==> src/rtl/pmi_pkg.sv <==
package pmi_pkg;
   typedef enum logic [2:0] {
      ST_IDLE,
      ST_ADDR,
      ST_ADDR_ACK,
      ST_WR,
      ST_WR_ACK,
      ST_RD,
      ST_RD_ACK
   } pmi_state_e;

   typedef struct packed {
      logic       vld;
      logic [7:0] idx;
      logic [7:0] dat;
   } pmi_wr_t;
endpackage

==> src/rtl/pmi_line_sync.sv <==
module pmi_line_sync #(
   parameter int SYNC_STAGES = 2
) (
   input  logic clk,
   input  logic rst_n,
   input  logic scl_i,
   input  logic sda_i,
   output logic scl_s,
   output logic sda_s,
   output logic scl_rise,
   output logic scl_fall,
   output logic start_det,
   output logic stop_det
);
   localparam int MSB = SYNC_STAGES - 1;

   logic [MSB:0] scl_sr, sda_sr;
   logic         scl_q, sda_q;

   always_ff @(posedge clk or negedge rst_n) begin
      if (!rst_n) begin
         scl_sr <= '1;
         sda_sr <= '1;
         scl_q  <= 1'b1;
         sda_q  <= 1'b1;
      end else begin
         scl_sr <= {scl_sr[MSB-1:0], scl_i};
         sda_sr <= {sda_sr[MSB-1:0], sda_i};
         scl_q  <= scl_sr[MSB];
         sda_q  <= sda_sr[MSB];
      end
   end

   assign scl_s     = scl_sr[MSB];
   assign sda_s     = sda_sr[MSB];
   assign scl_rise  = scl_s & ~scl_q;
   assign scl_fall  = ~scl_s & scl_q;
   assign start_det = scl_s & scl_q & sda_q & ~sda_s;
   assign stop_det  = scl_s & scl_q & ~sda_q & sda_s;
endmodule

==> src/rtl/pmi_target_fsm.sv <==
module pmi_target_fsm
   import pmi_pkg::*;
#(
   parameter logic [6:0] DEV_ADDR = 7'h04
) (
   input  logic       clk,
   input  logic       rst_n,
   input  logic       sda_s,
   input  logic       scl_rise,
   input  logic       scl_fall,
   input  logic       start_det,
   input  logic       stop_det,
   input  logic [7:0] rd_data,
   output logic [7:0] ptr,
   output pmi_wr_t    wr_o,
   output logic       sda_oe
);
   pmi_state_e st;
   logic [3:0] cnt;
   logic [7:0] sh, tx;
   logic       rw, first, nack;

   always_ff @(posedge clk or negedge rst_n) begin
      if (!rst_n) begin
         st     <= ST_IDLE;
         cnt    <= '0;
         sh     <= '0;
         tx     <= '0;
         rw     <= 1'b0;
         first  <= 1'b0;
         nack   <= 1'b0;
         ptr    <= '0;
         wr_o   <= '0;
         sda_oe <= 1'b0;
      end else begin
         wr_o.vld <= 1'b0;
         if (start_det) begin
            st     <= ST_ADDR;
            cnt    <= '0;
            first  <= 1'b1;
            sda_oe <= 1'b0;
         end else if (stop_det) begin
            st     <= ST_IDLE;
            sda_oe <= 1'b0;
         end else begin
            case (st)
               ST_ADDR, ST_WR: begin
                  if (scl_rise) begin
                     sh  <= {sh[6:0], sda_s};
                     cnt <= cnt + 4'd1;
                  end else if (scl_fall && cnt == 4'd8) begin
                     cnt <= '0;
                     if (st == ST_ADDR) begin
                        if (sh[7:1] == DEV_ADDR) begin
                           rw     <= sh[0];
                           sda_oe <= 1'b1;
                           st     <= ST_ADDR_ACK;
                        end else begin
                           st <= ST_IDLE;
                        end
                     end else begin
                        sda_oe <= 1'b1;
                        st     <= ST_WR_ACK;
                        if (first) begin
                           ptr   <= sh;
                           first <= 1'b0;
                        end else begin
                           wr_o <= '{vld: 1'b1, idx: ptr, dat: sh};
                           ptr  <= ptr + 8'd1;
                        end
                     end
                  end
               end
               ST_ADDR_ACK: begin
                  if (scl_fall) begin
                     if (rw) begin
                        tx     <= rd_data;
                        sda_oe <= ~rd_data[7];
                        ptr    <= ptr + 8'd1;
                        cnt    <= '0;
                        st     <= ST_RD;
                     end else begin
                        sda_oe <= 1'b0;
                        st     <= ST_WR;
                     end
                  end
               end
               ST_WR_ACK: begin
                  if (scl_fall) begin
                     sda_oe <= 1'b0;
                     st     <= ST_WR;
                  end
               end
               ST_RD: begin
                  if (scl_fall) begin
                     if (cnt == 4'd7) begin
                        sda_oe <= 1'b0;
                        st     <= ST_RD_ACK;
                     end else begin
                        tx     <= {tx[6:0], 1'b0};
                        sda_oe <= ~tx[6];
                        cnt    <= cnt + 4'd1;
                     end
                  end
               end
               ST_RD_ACK: begin
                  if (scl_rise) begin
                     nack <= sda_s;
                  end else if (scl_fall) begin
                     if (nack) begin
                        st <= ST_IDLE;
                     end else begin
                        tx     <= rd_data;
                        sda_oe <= ~rd_data[7];
                        ptr    <= ptr + 8'd1;
                        cnt    <= '0;
                        st     <= ST_RD;
                     end
                  end
               end
               default: st <= ST_IDLE;
            endcase
         end
      end
   end
endmodule

==> src/rtl/pmi_regfile.sv <==
module pmi_regfile
   import pmi_pkg::*;
#(
   parameter logic [7:0] IDX_RST1  = 8'h70,
   parameter logic [7:0] IDX_RST2  = 8'h11,
   parameter logic [7:0] IDX_CAM   = 8'h31,
   parameter logic [7:0] CAM_RESET = 8'h01
) (
   input  logic       clk,
   input  logic       rst_n,
   input  pmi_wr_t    wr_i,
   input  logic [7:0] rd_idx,
   output logic [7:0] rd_data,
   output logic [7:0] cam_sel,
   output logic       armed,
   output logic       req
);
   localparam logic [7:0] ONE = 8'h01;
   localparam logic [7:0] TWO = 8'h02;

   always_ff @(posedge clk or negedge rst_n) begin
      if (!rst_n) begin
         armed   <= 1'b0;
         req     <= 1'b0;
         cam_sel <= CAM_RESET;
      end else begin
         req <= 1'b0;
         if (wr_i.vld) begin
            if (wr_i.idx == IDX_RST1) begin
               armed <= (wr_i.dat == ONE);
            end else if (wr_i.idx == IDX_RST2) begin
               if (wr_i.dat == ONE && armed) begin
                  req   <= 1'b1;
                  armed <= 1'b0;
               end
            end else if (wr_i.idx == IDX_CAM) begin
               if (wr_i.dat == ONE || wr_i.dat == TWO) cam_sel <= wr_i.dat;
            end
         end
      end
   end

   always_comb begin
      if (rd_idx == IDX_RST1)     rd_data = {7'd0, armed};
      else if (rd_idx == IDX_CAM) rd_data = cam_sel;
      else                        rd_data = 8'h00;
   end
endmodule

==> src/rtl/pmi_power_target.sv <==
module pmi_power_target
   import pmi_pkg::*;
#(
   parameter logic [6:0] DEV_ADDR    = 7'h04,
   parameter logic [7:0] IDX_RST1    = 8'h70,
   parameter logic [7:0] IDX_RST2    = 8'h11,
   parameter logic [7:0] IDX_CAM     = 8'h31,
   parameter logic [7:0] CAM_RESET   = 8'h01,
   parameter int         SYNC_STAGES = 2
) (
   input  logic       clk,
   input  logic       rst_n,
   input  logic       scl_i,
   input  logic       sda_i,
   output logic       sda_oe,
   output logic [7:0] cam_sel,
   output logic       pwr_cycle_req
);
   if (SYNC_STAGES < 2) begin : g_bad_sync
      $error("SYNC_STAGES must be at least 2");
   end
   if (IDX_RST1 == IDX_RST2 || IDX_RST1 == IDX_CAM || IDX_RST2 == IDX_CAM) begin : g_bad_idx
      $error("register indexes must differ");
   end
   if (CAM_RESET != 8'h01 && CAM_RESET != 8'h02) begin : g_bad_cam
      $error("CAM_RESET must be 1 or 2");
   end

   logic       scl_s, sda_s, scl_rise, scl_fall, start_det, stop_det;
   logic [7:0] ptr, rd_data;
   logic       rst1_armed;
   pmi_wr_t    wr;

   pmi_line_sync #(.SYNC_STAGES(SYNC_STAGES)) u_sync (
      .clk       (clk),
      .rst_n     (rst_n),
      .scl_i     (scl_i),
      .sda_i     (sda_i),
      .scl_s     (scl_s),
      .sda_s     (sda_s),
      .scl_rise  (scl_rise),
      .scl_fall  (scl_fall),
      .start_det (start_det),
      .stop_det  (stop_det)
   );

   pmi_target_fsm #(.DEV_ADDR(DEV_ADDR)) u_fsm (
      .clk       (clk),
      .rst_n     (rst_n),
      .sda_s     (sda_s),
      .scl_rise  (scl_rise),
      .scl_fall  (scl_fall),
      .start_det (start_det),
      .stop_det  (stop_det),
      .rd_data   (rd_data),
      .ptr       (ptr),
      .wr_o      (wr),
      .sda_oe    (sda_oe)
   );

   pmi_regfile #(
      .IDX_RST1  (IDX_RST1),
      .IDX_RST2  (IDX_RST2),
      .IDX_CAM   (IDX_CAM),
      .CAM_RESET (CAM_RESET)
   ) u_regs (
      .clk     (clk),
      .rst_n   (rst_n),
      .wr_i    (wr),
      .rd_idx  (ptr),
      .rd_data (rd_data),
      .cam_sel (cam_sel),
      .armed   (rst1_armed),
      .req     (pwr_cycle_req)
   );
endmodule

==> config.mk <==
export PLATFORM = sky130hd
export DESIGN_NAME = pmi_power_target
export DESIGN_NICKNAME = d
export VERILOG_FILES = /design/src/rtl/pmi_pkg.sv /design/src/rtl/pmi_line_sync.sv /design/src/rtl/pmi_target_fsm.sv /design/src/rtl/pmi_regfile.sv /design/src/rtl/pmi_power_target.sv
export SDC_FILE = /design/constraint.sdc
export NUM_CORES = 1
export LEC_CHECK = 0
export ABC_AREA = 0
export BUFFER_PORTS_ARGS = -buffer_cell sky130_fd_sc_hd__buf_2
export CORE_ASPECT_RATIO = 1.5
export CORE_MARGIN = 2
export CORE_UTILIZATION = 45
export CTS_BUF_LIST = sky130_fd_sc_hd__clkbuf_2 sky130_fd_sc_hd__clkbuf_4 sky130_fd_sc_hd__clkbuf_8
export DETAILED_ROUTE_END_ITERATION = 6
export SYNTH_ARGS = -nofsm -noshare
export SYNTH_HDL_FRONTEND = slang
export SYNTH_SLANG_ARGS = --single-unit
==> constraint.sdc <==
create_clock -name clk -period 5.8 [get_ports clk]
set_clock_uncertainty 0.2 [all_clocks]
set_input_delay 0.58 -clock clk [delete_from_list [all_inputs] [get_ports clk]]
set_output_delay 0.58 -clock clk [all_outputs]
set_load 0.02 [all_outputs]
* Yosys cells after proc, flatten, opt, wreduce, memory -nomap -nowiden
Cells that the tools add are included. W data, S select, Z words.
Operators by class: add/sub/neg operators 2, bitwise logic cells 20, reductions and logical operators 24, equal/unequal tests 47, multiplexer cells 82
Operators with widths (count):
- $mux W17 | 7
- $mux W8 | 11
- $mux W7 | 7
- $mux W4 | 11
- $mux W3 | 13
- $reduce_and A10 Y1 | 3
- $ne A4 B3 Y1 const B | 7
- $mux W1 | 27
- $pmux W8 S3 | 1
- $pmux W7 S3 | 1
- $eq A8 B6 Y1 const B | 2
- $eq A8 B7 Y1 const B | 2
- $pmux W4 S4 | 1
- $pmux W3 S5 | 1
- $ne A2 B2 Y1 const B | 7
- $reduce_and A7 Y1 | 2
- $not A1 Y1 | 13
- $ne A2 B1 Y1 const B | 6
- $ne A3 B2 Y1 const B | 4
- $ne A4 B4 Y1 const B | 3
- $reduce_and A11 Y1 | 1
- $reduce_and A5 Y1 | 2
- $eq A3 B3 Y1 const B | 3
- $ne A3 B3 Y1 const B | 3
- other kinds (24) | 37
Word-level totals: register bits 67, output and inout port bits 10, input bits 4, logic and storage cells 194

* Logic depth before layout (Yosys ltp)
depth in word-level cells 10, mapped depth 9, gate-level depth less buffers 7

* By module
From an unflattened synthesis, not the netlist that was laid out.
Second synthesis, totals: cell total of the unflattened synthesis 310, area total of the unflattened synthesis 3469.6 µm²
By module, submodules not included:
- pmi_target_fsm | area each 2721.4 µm², seq. area each 1276.2 µm², cells each 251, instances 1
- pmi_regfile | area each 558.0 µm², seq. area each 251.5 µm², cells each 49, instances 1
- pmi_line_sync | area each 190.2 µm², seq. area each 157.7 µm², cells each 10, instances 1

* Worst setup path before layout
OpenSTA, ideal clock, no wires.
kind register to register, start register u_sync.scl_q, end register u_fsm.wr_o[0] in the netlist's numbering, buffers on the path 1, period minus slack after synthesis 2227 ps, stages on the path, launching flop included 8, data required time 5475 ps, arrival time 1902 ps, library setup time 125 ps, slack 3573 ps, cells stage by stage dfstp_2 > nor2b_4 > nand4b_4 > nor2_2 > nand3_2 > nor3_4 > buf_12 > mux2_4
On the way: cells in the longest elaborated chain, start to end 5, elaborated cells on any way between the ends 13, classes of those cells bitwise (11); reduce/logical (2)
Ends and longest elaborated chain:
- start: declaration | line pmi_line_sync.sv:18 | logic scl_q, sda_q;
- start signal: assignment | line pmi_line_sync.sv:29 | scl_q <= scl_sr[MSB];
- $and A1 B1 Y1 | line pmi_line_sync.sv:38, pmi_line_sync.sv:39
- $and A1 B1 Y1 (on tied branches) (2 in a row) | line pmi_line_sync.sv:39, pmi_line_sync.sv:38
- $not A1 Y1 (no line)
- $reduce_and A7 Y1 (no line) (*)
- end signal: assignment | line pmi_target_fsm.sv:68 | wr_o <= '{vld: 1'b1, idx: ptr, dat: sh};
- end: declaration | line pmi_target_fsm.sv:15 | output pmi_wr_t wr_o,
Mark *: on every way between the ends. The rest lies on a longest branch, timed or not. A chain may end at the register's enable or synchronous reset.

* Final worst setup path
start register u_sync.scl_q, end register u_fsm.wr_o[13] in the netlist's numbering
Same word-level chain as after synthesis.

==> flow_summary.json <==
{
  "outcome": "completed",
  "rsz0062_at_grt": "no",
  "ys_ff_latch": 67,
  "finalSetupViolCount": 0,
  "core_um2": 7180,
  "rows": 38,
  "max_cap_viol_count": 0,
  "maxSlewViolCount": 0,
  "netlist_area_um2": 3290,
  "syn_to_final_growth_pct": 10.5,
  "globalRoute.totalOverflow": 0,
  "vias": 2358,
  "end_kind": "flip-flop",
  "hold_path_class": "in -> reg",
  "clk_pin_slew_ns": 0.07,
  "required_ns": 5.85,
  "crit_chain": "nor2b_4 > nand4b_4 > nor2_2 > nand3_2 > nor3_4 > mux2_2",
  "htree_levels": 3,
  "path_max_fanout": 17,
  "syn_nets": 303,
  "fp.dieArea_um2": 8020,
  "antennaDiodeCount": 0,
  "arrival_ns": 2.72,
  "slowest_delay_ns": 0.78,
  "place_hpwl_um": 4820,
  "grt_start_max_net_pins": 68,
  "ys_seq_area_share_pct": 51.2,
  "gp_congestion": 0.866,
  "syn_inst": 294,
  "slew_headroom_pct": 38.4,
  "period_share_pct": 46.0,
  "antenna_found_initial": 0,
  "post-cts-setup-buffer-count": 0,
  "worstMarginPinSlew_ns": 0.921,
  "wl_per_cell_um": 16.6,
  "synth-edff-count": 0,
  "drcViolationCount": 0,
  "fin_setup_tns_ns": 0,
  "grt_pass1_vias": 2339,
  "drt-vias-per-instance": 5.68,
  "firstDrtPassIters": 4,
  "crit_slowest_cell": "nor3_4",
  "final_antenna_net_count": 0,
  "drive_gt1_share_pct": 23.5,
  "start_util_pct": 45.8,
  "clock_insertion_delay_worst_skew_ns": 0.36,
  "dieWidth_um": 73.8,
  "critPathLaunchType": "flip-flop",
  "r2r_cells": 6,
  "cts_tree": "done",
  "nNetsFinal": 319,
  "finalHoldViolCount": 0,
  "worstSetupPathType": "reg -> reg",
  "cp_top_family": "simple AND/OR/NAND/NOR gates",
  "grtUsageTotal_pct": 19.6,
  "ys_warn_count": 0,
  "root_buffer": "clkbuf_8",
  "leakage_nw": 1.60,
  "synth.distinct_cells": 59,
  "synth-main-ff-cell": "dfrtp_1",
  "numPortBuffers": 13,
  "max_freq_ghz": 0.375,
  "pin_count": 14,
  "routed_wl_um": 6880,
  "cp.depth": 6,
  "fin_crit_ns": 2.67,
  "cts.sinks": 67,
  "grt_pass1_wl_um": 11500,
  "drt_iter0_drc": 150,
  "cts_inserted_buffers": 9,
  "clock_path_buffers": 2,
  "synthArstFlopShare_pct": 100,
  "min_path_cells": 1,
  "die_h_um": 109,
  "p_per_area_nw_per_um2": 342,
  "timing.hold.ws_ns": 0.116,
  "vdd_drop_max_v": 0.000174,
  "ctsResizeCount": 0,
  "syn_avg_cell_area_um2": 11.2,
  "holdBufCountCts": 0,
  "critPathBufInv": 0
}
==> power breakdown <==
group,total (mW),internal [mW],switching [mW]
clock,0.403,0.216,0.186
combinational,0.234,0.105,0.129
sequential,0.607,0.516,0.0909
total,1.24,0.837,0.406
==> Yosys cell counts, drive strengths merged, types with 2 or more instances <==
master | instances | area share (%)
nor3 | 6 | 1.3
a31oi | 5 | 0.95
ha | 5 | 1.9
nand4b | 3 | 1.3
nand3b | 2 | 0.46
nor4b | 3 | 0.99
o22a | 2 | 0.53
a2bb2oi | 2 | 0.53
and3 | 3 | 0.57
nor2b | 8 | 1.7
dfstp | 7 | 5.6
o41ai | 2 | 0.53
a22oi | 6 | 1.4
buf | 7 | 1.5
and3b | 2 | 0.53
o21ai | 18 | 2.7
nor2 | 14 | 1.7
o22ai | 2 | 0.38
mux2i | 3 | 0.91
or2 | 3 | 0.57
clkbuf | 2 | 0.23
o31ai | 4 | 0.91
inv | 7 | 0.80
nor4 | 4 | 0.76
o21a | 2 | 0.46
nand2 | 28 | 3.2
a21oi | 14 | 2.1
nand2b | 12 | 2.3
a211oi | 3 | 0.84
nand3 | 11 | 1.8
dfrtp | 60 | 46
mux2 | 28 | 11
==> cell type report <==
class | count | area [um^2]
fill | 675 | 3540
sequential | 67 | 1690
multi-input combinational | 211 | 1520
clock buffer | 11 | 145
tap | 100 | 125
timing repair buffer | 14 | 72.6
clock inverter | 5 | 61.3
inverter | 7 | 26.3
==> kinds of logic (layout without fill, tap and decap cells) <==
group	after synthesis	after routing	share of synthesized area, %
multiplexers	31	31	11.5
XOR/XNOR	1	1	0.266
AND/OR/NAND/NOR	105	105	18.8
AO/OA/AOI/OAI	69	69	13.8
flip-flops	67	67	51.2
adder cells (fa/ha/maj)	5	5	1.90
buffers and inverters	16	37	2.55
==> stage by stage <==
| stage | instances | instance area (um^2) | worst slack [ns] | util, % | power, mW |
|---|---|---|---|---|---|
| after floorplan | 294 | 3290 | 3.57 | - | 0.772 |
| after global placement | 399 | 3430 | 3.16 | 47.8 | 0.842 |
| after detailed placement | 399 | 3430 | 3.12 | 47.8 | 0.851 |
| after CTS | 415 | 3640 | 3.11 | 50.6 | 1.26 |
| after global routing | 415 | 3640 | 2.98 | 50.6 | 1.32 |
| final | 415 | 3640 | 3.13 | 50.6 | 1.24 |
==> layer usage <==
metal  part of all wire, %  up-vias  track usage [%]  wire [um]
met5                     0        -                0          0
met2                    52       43             32.5       3600
li1                      -     1105                -          -
met4                   3.8        0             11.9        261
met1                    40     1188             21.7       2790
met3                   3.5       22             5.91        239
==> final timing paths <==
kind / startpoint / to / slack (ns)
setup / recovery: u_sync.scl_q$_DFF_PN1_ / u_fsm.wr_o[13]$_DFFE_PN0P_ / 3.13
hold / removal: scl_i / u_sync.scl_sr[0]$_DFF_PN1_ / 0.12
setup reg to reg: u_sync.scl_q$_DFF_PN1_ / u_fsm.wr_o[13]$_DFFE_PN0P_ / 3.13
hold reg to reg: u_sync.sda_sr[0]$_DFF_PN1_ / u_sync.sda_sr[1]$_DFF_PN1_ / 0.16
max in group asynchronous: rst_n / u_fsm.cnt[1]$_DFFE_PN0P_ / 4.66
min in group asynchronous: rst_n / u_fsm.nack$_DFFE_PN0P_ / 0.18
==> cell usage in the layout, fill, tap and decap left out, types with 6 or more instances in the layout <==
master    synthesis  layout
buf_2             6      13
inv_1             7       7
dfrtp_1          60      60
a21oi_1          14      14
dfstp_2           7       7
mux2_2           18      18
o21ai_0          18      18
a22oi_1           6       6
nor2b_1           7       7
nand2b_1         12      12
nand3_1          10      10
nor2_1           13      13
nand2_1          28      28
mux2_4            9       9
clkbuf_8          0      10
==> sequential cells by signal, indices dropped and copies added, names as in the netlist <==
name,count
u_fsm.cnt,4
u_fsm.first,1
u_fsm.nack,1
u_fsm.ptr,8
u_fsm.rw,1
u_fsm.sda_oe,1
u_fsm.sh,8
u_fsm.st,3
u_fsm.tx,7
u_fsm.wr_o,17
u_regs.armed,1
u_regs.cam_sel,8
u_regs.req,1
u_sync.scl_q,1
u_sync.scl_sr,2
u_sync.sda_q,1
u_sync.sda_sr,2
==> worst register-to-register path: cells and delay by family, from the launching register on <==
family        cells  cell delay [ns]
mux               1             0.42
flops             1             0.56
simple gates      5             1.38
Note: power is estimated with default switching activity, not from simulation.
